--- src/rtl/buck_mode_pkg.sv ---
package buck_mode_pkg;

    typedef enum logic [2:0] {
        ST_PWM      = 3'd0,
        ST_ARM      = 3'd1,
        ST_HS       = 3'd2,
        ST_BRK_LS   = 3'd3,
        ST_LS       = 3'd4,
        ST_BRK_TAIL = 3'd5,
        ST_TAIL     = 3'd6,
        ST_IDLE     = 3'd7
    } pfm_state_e;

    typedef struct packed {
        pfm_state_e st;
        logic       hs;
        logic       ls;
        logic       idle;
        logic       pwm;
    } seq_regs_t;

endpackage

--- src/rtl/light_load_qual.sv ---
module light_load_qual #(
    parameter int QUAL_CYCLES = 32
) (
    input  logic clk,
    input  logic rst_n,
    input  logic light_load,
    input  logic force_pwm,
    input  logic in_pwm,
    output logic qual_o
);
    localparam int CW = (QUAL_CYCLES > 2) ? $clog2(QUAL_CYCLES) : 1;
    localparam logic [CW-1:0] SAT = CW'(QUAL_CYCLES - 1);

    logic [CW-1:0] cnt_d, cnt_q;
    logic          clr;

    always_comb begin
        clr    = !light_load || force_pwm || !in_pwm;
        cnt_d  = cnt_q;
        if (clr) begin
            cnt_d = '0;
        end else if (cnt_q != SAT) begin
            cnt_d = cnt_q + 1'b1;
        end
        qual_o = !clr && (cnt_q == SAT);
    end

    always_ff @(posedge clk) begin
        if (!rst_n) begin
            cnt_q <= '0;
        end else begin
            cnt_q <= cnt_d;
        end
    end

    AST_QUAL_NEEDS_LOAD: assert property (@(posedge clk) disable iff (!rst_n)
        qual_o |-> (light_load && !force_pwm && in_pwm));

    AST_COUNT_CLEARS: assert property (@(posedge clk) disable iff (!rst_n)
        (!light_load || force_pwm) |=> (cnt_q == '0));

endmodule

--- src/rtl/pfm_sequencer.sv ---
module pfm_sequencer
    import buck_mode_pkg::*;
(
    input  logic clk,
    input  logic rst_n,
    input  logic enter_i,
    input  logic force_pwm,
    input  logic above_hi,
    input  logic below_lo,
    input  logic below_lo2,
    input  logic peak_hit,
    input  logic zero_hit,
    output logic hs_o,
    output logic ls_o,
    output logic idle_o,
    output logic pwm_o
);
    seq_regs_t  r_d, r_q;
    pfm_state_e nxt;

    always_comb begin
        nxt = r_q.st;
        if (r_q.st == ST_PWM) begin
            if (enter_i) begin
                nxt = ST_ARM;
            end
        end else if (force_pwm || below_lo2) begin
            nxt = ST_PWM;
        end else begin
            case (r_q.st)
                ST_ARM:      nxt = above_hi ? ST_IDLE : ST_HS;
                ST_HS: begin
                    if (above_hi) begin
                        nxt = ST_BRK_TAIL;
                    end else if (peak_hit) begin
                        nxt = ST_BRK_LS;
                    end
                end
                ST_BRK_LS:   nxt = ST_LS;
                ST_LS:       nxt = zero_hit ? ST_ARM : ST_LS;
                ST_BRK_TAIL: nxt = ST_TAIL;
                ST_TAIL:     nxt = zero_hit ? ST_IDLE : ST_TAIL;
                ST_IDLE:     nxt = below_lo ? ST_HS : ST_IDLE;
                default:     nxt = ST_PWM;
            endcase
        end
        r_d.st   = nxt;
        r_d.hs   = (nxt == ST_HS);
        r_d.ls   = (nxt == ST_LS) || (nxt == ST_TAIL);
        r_d.idle = (nxt == ST_IDLE);
        r_d.pwm  = (nxt == ST_PWM);
    end

    always_ff @(posedge clk) begin
        if (!rst_n) begin
            r_q.st   <= ST_PWM;
            r_q.hs   <= 1'b0;
            r_q.ls   <= 1'b0;
            r_q.idle <= 1'b0;
            r_q.pwm  <= 1'b1;
        end else begin
            r_q <= r_d;
        end
    end

    assign hs_o   = r_q.hs;
    assign ls_o   = r_q.ls;
    assign idle_o = r_q.idle;
    assign pwm_o  = r_q.pwm;

    AST_NO_SHOOT_THROUGH: assert property (@(posedge clk) disable iff (!rst_n)
        !(r_q.hs && r_q.ls));

    AST_DEAD_AFTER_HS: assert property (@(posedge clk) disable iff (!rst_n)
        $fell(r_q.hs) |-> !r_q.ls);

    AST_DEAD_AFTER_LS: assert property (@(posedge clk) disable iff (!rst_n)
        $fell(r_q.ls) |-> !r_q.hs);

    AST_FALLBACK_LO2: assert property (@(posedge clk) disable iff (!rst_n)
        (!r_q.pwm && below_lo2) |=> (r_q.pwm && !r_q.hs && !r_q.ls));

    AST_FORCE_PWM: assert property (@(posedge clk) disable iff (!rst_n)
        force_pwm |=> r_q.pwm);

    AST_IDLE_HOLDS: assert property (@(posedge clk) disable iff (!rst_n)
        (r_q.idle && !below_lo && !below_lo2 && !force_pwm) |=> r_q.idle);

    AST_PWM_QUIET: assert property (@(posedge clk) disable iff (!rst_n)
        r_q.pwm |-> (!r_q.hs && !r_q.ls && !r_q.idle));

    AST_HS_HOLD: assert property (@(posedge clk) disable iff (!rst_n)
        (r_q.hs && !above_hi && !peak_hit && !below_lo2 && !force_pwm) |=> r_q.hs);

endmodule

--- src/rtl/buck_mode_ctrl.sv ---
module buck_mode_ctrl #(
    parameter int QUAL_CYCLES = 32
) (
    input  logic clk,
    input  logic rst_n,
    input  logic force_pwm,
    input  logic light_load,
    input  logic out_above_hi,
    input  logic out_below_lo,
    input  logic out_below_lo2,
    input  logic peak_hit,
    input  logic zero_hit,
    output logic hs_en,
    output logic ls_en,
    output logic pwm_mode,
    output logic idle
);
    logic enter_pfm;

    light_load_qual #(
        .QUAL_CYCLES(QUAL_CYCLES)
    ) u_qual (
        .clk        (clk),
        .rst_n      (rst_n),
        .light_load (light_load),
        .force_pwm  (force_pwm),
        .in_pwm     (pwm_mode),
        .qual_o     (enter_pfm)
    );

    pfm_sequencer u_seq (
        .clk       (clk),
        .rst_n     (rst_n),
        .enter_i   (enter_pfm),
        .force_pwm (force_pwm),
        .above_hi  (out_above_hi),
        .below_lo  (out_below_lo),
        .below_lo2 (out_below_lo2),
        .peak_hit  (peak_hit),
        .zero_hit  (zero_hit),
        .hs_o      (hs_en),
        .ls_o      (ls_en),
        .idle_o    (idle),
        .pwm_o     (pwm_mode)
    );

    AST_ENTRY_QUALIFIED: assert property (@(posedge clk) disable iff (!rst_n)
        $fell(pwm_mode) |-> ($past(light_load) && !$past(force_pwm)));

    AST_ENTRY_QUIET: assert property (@(posedge clk) disable iff (!rst_n)
        $fell(pwm_mode) |-> (!hs_en && !ls_en && !idle));

endmodule

--- config.mk ---
export PLATFORM = sky130hd
export DESIGN_NAME = buck_mode_ctrl
export DESIGN_NICKNAME = d
export VERILOG_FILES = /design/src/rtl/buck_mode_pkg.sv /design/src/rtl/light_load_qual.sv /design/src/rtl/pfm_sequencer.sv /design/src/rtl/buck_mode_ctrl.sv
export SDC_FILE = /design/constraint.sdc
export NUM_CORES = 1
export LEC_CHECK = 0
export CAP_MARGIN = 20
export CORE_AREA = 8 8 45 47
export CTS_CLUSTER_DIAMETER = 200
export CTS_CLUSTER_SIZE = 8
export DETAILED_ROUTE_END_ITERATION = 10
export DIE_AREA = 0 0 53 55
export PLACE_DENSITY = 0.79
export SLEW_MARGIN = 20
export SYNTH_ARGS = -nofsm -noshare
export SYNTH_HDL_FRONTEND = slang
export SYNTH_SLANG_ARGS = --single-unit
--- constraint.sdc ---
create_clock -name clk -period 1.8 [get_ports clk]
set_input_delay 0.27 -clock clk [delete_from_list [all_inputs] [get_ports clk]]
set_output_delay 0.27 -clock clk [all_outputs]
set_load 0.005 [all_outputs]
==> results.py <==
metrics = {
    "sta": {
        "fmax_ghz": 0.621,
        "finalMaxSlewViolations": 0,
        "max_slew_margin": 0.794,
        "finalSetupViolations": 0,
        "tightest_slew_ps": 308,
        "setup_tns_ps": 0,
        "rsz0062_at_grt": "no",
        "fin_crit_ps": 1610,
        "hold_ws_ps": 518,
        "finClkSkew_ps": 6.92,
        "min_period_over_period": 0.895,
        "finalHoldViolations": 0,
        "setup_slack_ps": 189,
    },
    "job": {
        "drv_cap": 0,
    },
    "power": {
        "power_density_mw_per_mm2": 631,
        "p_leak_nw": 0.279,
        "ir_worst_vdd_v": 0.000284,
    },
    "grt": {
        "grt_pass1_vias": 448,
        "grtUsageMet2": 0.127,
        "grt_usage": 0.0867,
        "busiest_layer": "met2",
        "grt_antenna_before_repair": 0,
        "grt_max_degree": 9,
        "grt_overflow": 0,
        "grt.met1_usage": 0.0923,
        "grt_pass1_wl_um": 1830,
        "met3_usage": 0.0241,
    },
    "synthesis": {
        "yosysWarningCount": 0,
        "avgSynthCellArea_um2": 9.88,
        "netlist_area_um2": 573,
        "syn_inst": 58,
        "muxShareOfSynthArea": 0.0349,
        "synthSimpleGateAreaFrac": 0.266,
        "synth_seq_area_share": 0.419,
        "synth_fa_ha_area_frac": 0.0633,
        "ys_ff_latch": 12,
        "ys_types": 27,
        "synth_top_family_by_area": "simple AND/OR/NAND/NOR gates",
        "synth_compound_area_frac": 0.127,
        "synth_xor_area_frac": 0.0459,
        "synthesis.nets": 69,
    },
    "setup_path": {
        "slowest_delay_ps": 330,
        "cp_cell_sequence": "ha_1 > and3_1 > ha_1 > nand4b_1 > nor4_1 > a31o_1 > o31ai_1",
        "crit_fanout": 5,
        "arrival_ps": 1790,
        "critPathKind": "register to register",
        "cp_slowest_cell": "dfxtp_1",
        "cp-end-kind": "register",
        "start_kind": "register",
        "path_common_cell": "ha_1",
        "required_ps": 1980,
    },
    "clock_network": {
        "postCtsHoldBufs": 0,
        "cts_buffers": 3,
        "cts_resized": 0,
        "root_buffer": "clkbuf_4",
        "cts_tree": "built",
        "h-tree-depth": 1,
        "clockBufferDepth": 2,
        "cts_setup_buffers": 0,
        "clk_latency_ps": 270,
        "cts.clk_slew.worst_paths_ps": 70,
        "cts.sinks": 12,
    },
    "drt": {
        "wl_per_cell_um": 12.9,
        "drc": 0,
        "vias": 463,
        "wirelength_um": 1120,
        "vias_per_cell": 5.32,
        "detail-route-antenna-nets": 0,
        "drt_iter0_markers": 5,
        "dr.pass1.iters": 4,
    },
    "die": {
        "initial_utilization": 0.414,
        "rows": 14,
        "io_pins": 13,
        "fp.coreArea_mm2": 0.00138,
        "dieHeight_um": 55,
        "die_w_um": 53,
        "dieArea_mm2": 0.00292,
    },
    "layout": {
        "area_delta_synth_final_pct": 26.0,
        "design_area_um2": 722,
        "layout-drive-gt1-share": 0.141,
        "fin_nets": 84,
        "nFillCells": 138,
        "antenna_cells": 0,
    },
    "placed_design": {
        "numPortBuffers": 12,
        "dp_hpwl_um": 864,
        "gp_congestion": 0.766,
        "placed_area_um2": 699,
        "place_ws_ps": 77.1,
    },
    "worst_hold_path": {
        "hp-class": "register to register",
    },
    "run_status": {
        "outcome": "complete, no violations",
    },
}
==> per-stage QoR <==
| step | total power, mW | cells | utilization |
|---|---|---|---|
| final | 0.456 | 87 | 0.522 |
| after detailed placement | 0.306 | 84 | 0.505 |
| after global placement | 0.305 | 84 | 0.505 |
| after floorplan | 0.282 | 58 | - |
| after CTS | 0.462 | 87 | 0.522 |
| after global routing | 0.471 | 87 | 0.522 |
==> cell usage after synthesis <==
library cell  count  area share
a211oi_2          1       0.022
a211oi_4          1       0.035
a21oi_1           1      0.0087
a31o_1            1       0.015
and2_1            2       0.022
and3_1            2       0.022
buf_2             2       0.017
buf_6             1       0.020
dfxtp_1          12        0.42
ha_1              2       0.044
inv_1             1      0.0065
maj3_2            1       0.020
mux2i_1           2       0.035
nand2_1           3       0.020
nand2b_1          1       0.011
nand4_1           1       0.011
nand4b_1          3       0.046
nor2_1            9       0.059
nor2_2            1       0.011
nor2b_1           1       0.011
nor3b_2           2       0.044
nor4_1            1       0.011
o21ai_0           2       0.017
o221ai_1          1       0.015
o31ai_1           1       0.013
xnor2_1           1       0.015
xor2_1            2       0.031
==> area by class of cell <==
type                       instances  area [µm²]  area share
timing repair buffer              13         128       0.177
multi-input combinational         42         308       0.426
tap                               16        20.0      0.0277
clock buffer                       3        22.5      0.0312
inverter                           1        3.75     0.00520
sequential                        12         240       0.333
==> sequential cells by signal (all words and copies together), names as in the netlist <==
register and flops:
u_seq.hs_o 1, u_seq.idle_o 1, u_seq.ls_o 1, u_qual.cnt_q 5, u_seq.pwm_o 1, u_seq.r_q 3
==> cell families after synthesis <==
group | count (synthesis)
simple gates | 26
buf+inv | 4
fa+ha+maj | 3
compound gates | 8
mux | 2
xor+xnor | 3
flops | 12
==> critical path, delay by kind of cell (launching register included) <==
family | cells | cell delay, ps
compound gates | 2 | 480
fa+ha+maj | 2 | 390
simple gates | 3 | 330
flops | 1 | 330
==> layout by cell type, fill, tap and decap left out, drive strengths merged <==
cell type and instances:
and3 2, nor2b 1, clkdlybuf4s50 12, o31ai 1, clkbuf 3, maj3 1
nand4 1, ha 2, nand2b 1, nand4b 3, a21oi 1, inv 1
a211oi 2, nor4 1, o21ai 2, nor3b 2, o221ai 1, a31o 1
xor2 2, dfxtp 12, mux2i 2, and2 2, buf 1, xnor2 1
nand2 3, nor2 10
==> routing by layer <==
metal | wire (µm) | part of all wire | up-vias
met5 | 0 | 0 | -
met4 | 59 | 0.053 | 0
met3 | 104 | 0.093 | 6
met2 | 485 | 0.43 | 17
met1 | 474 | 0.42 | 209
li1 | - | - | 231
==> path summary, 6_finish.rpt <==
| kind | cells after the start | slack, ps | to | from |
|---|---|---|---|---|
| max | 7 | 190 | u_seq.pwm_o$_SDFF_PN1_ | u_qual.cnt_q[0]$_SDFFE_PP0P_ |
| min reg2reg | 2 | 520 | u_qual.cnt_q[3]$_SDFFE_PP0P_ | u_qual.cnt_q[3]$_SDFFE_PP0P_ |
| min | 2 | 520 | u_qual.cnt_q[3]$_SDFFE_PP0P_ | u_qual.cnt_q[3]$_SDFFE_PP0P_ |
| max reg2reg | 7 | 190 | u_seq.pwm_o$_SDFF_PN1_ | u_qual.cnt_q[0]$_SDFFE_PP0P_ |
==> report_power, final <==
| part | internal, mW | switching [mW] |
|---|---|---|
| logic | 0.0194 | 0.0135 |
| registers | 0.267 | 0.000975 |
| clock network | 0.0772 | 0.0781 |
| total | 0.363 | 0.0926 |
No activity file was read; power rests on OpenSTA's default activity.
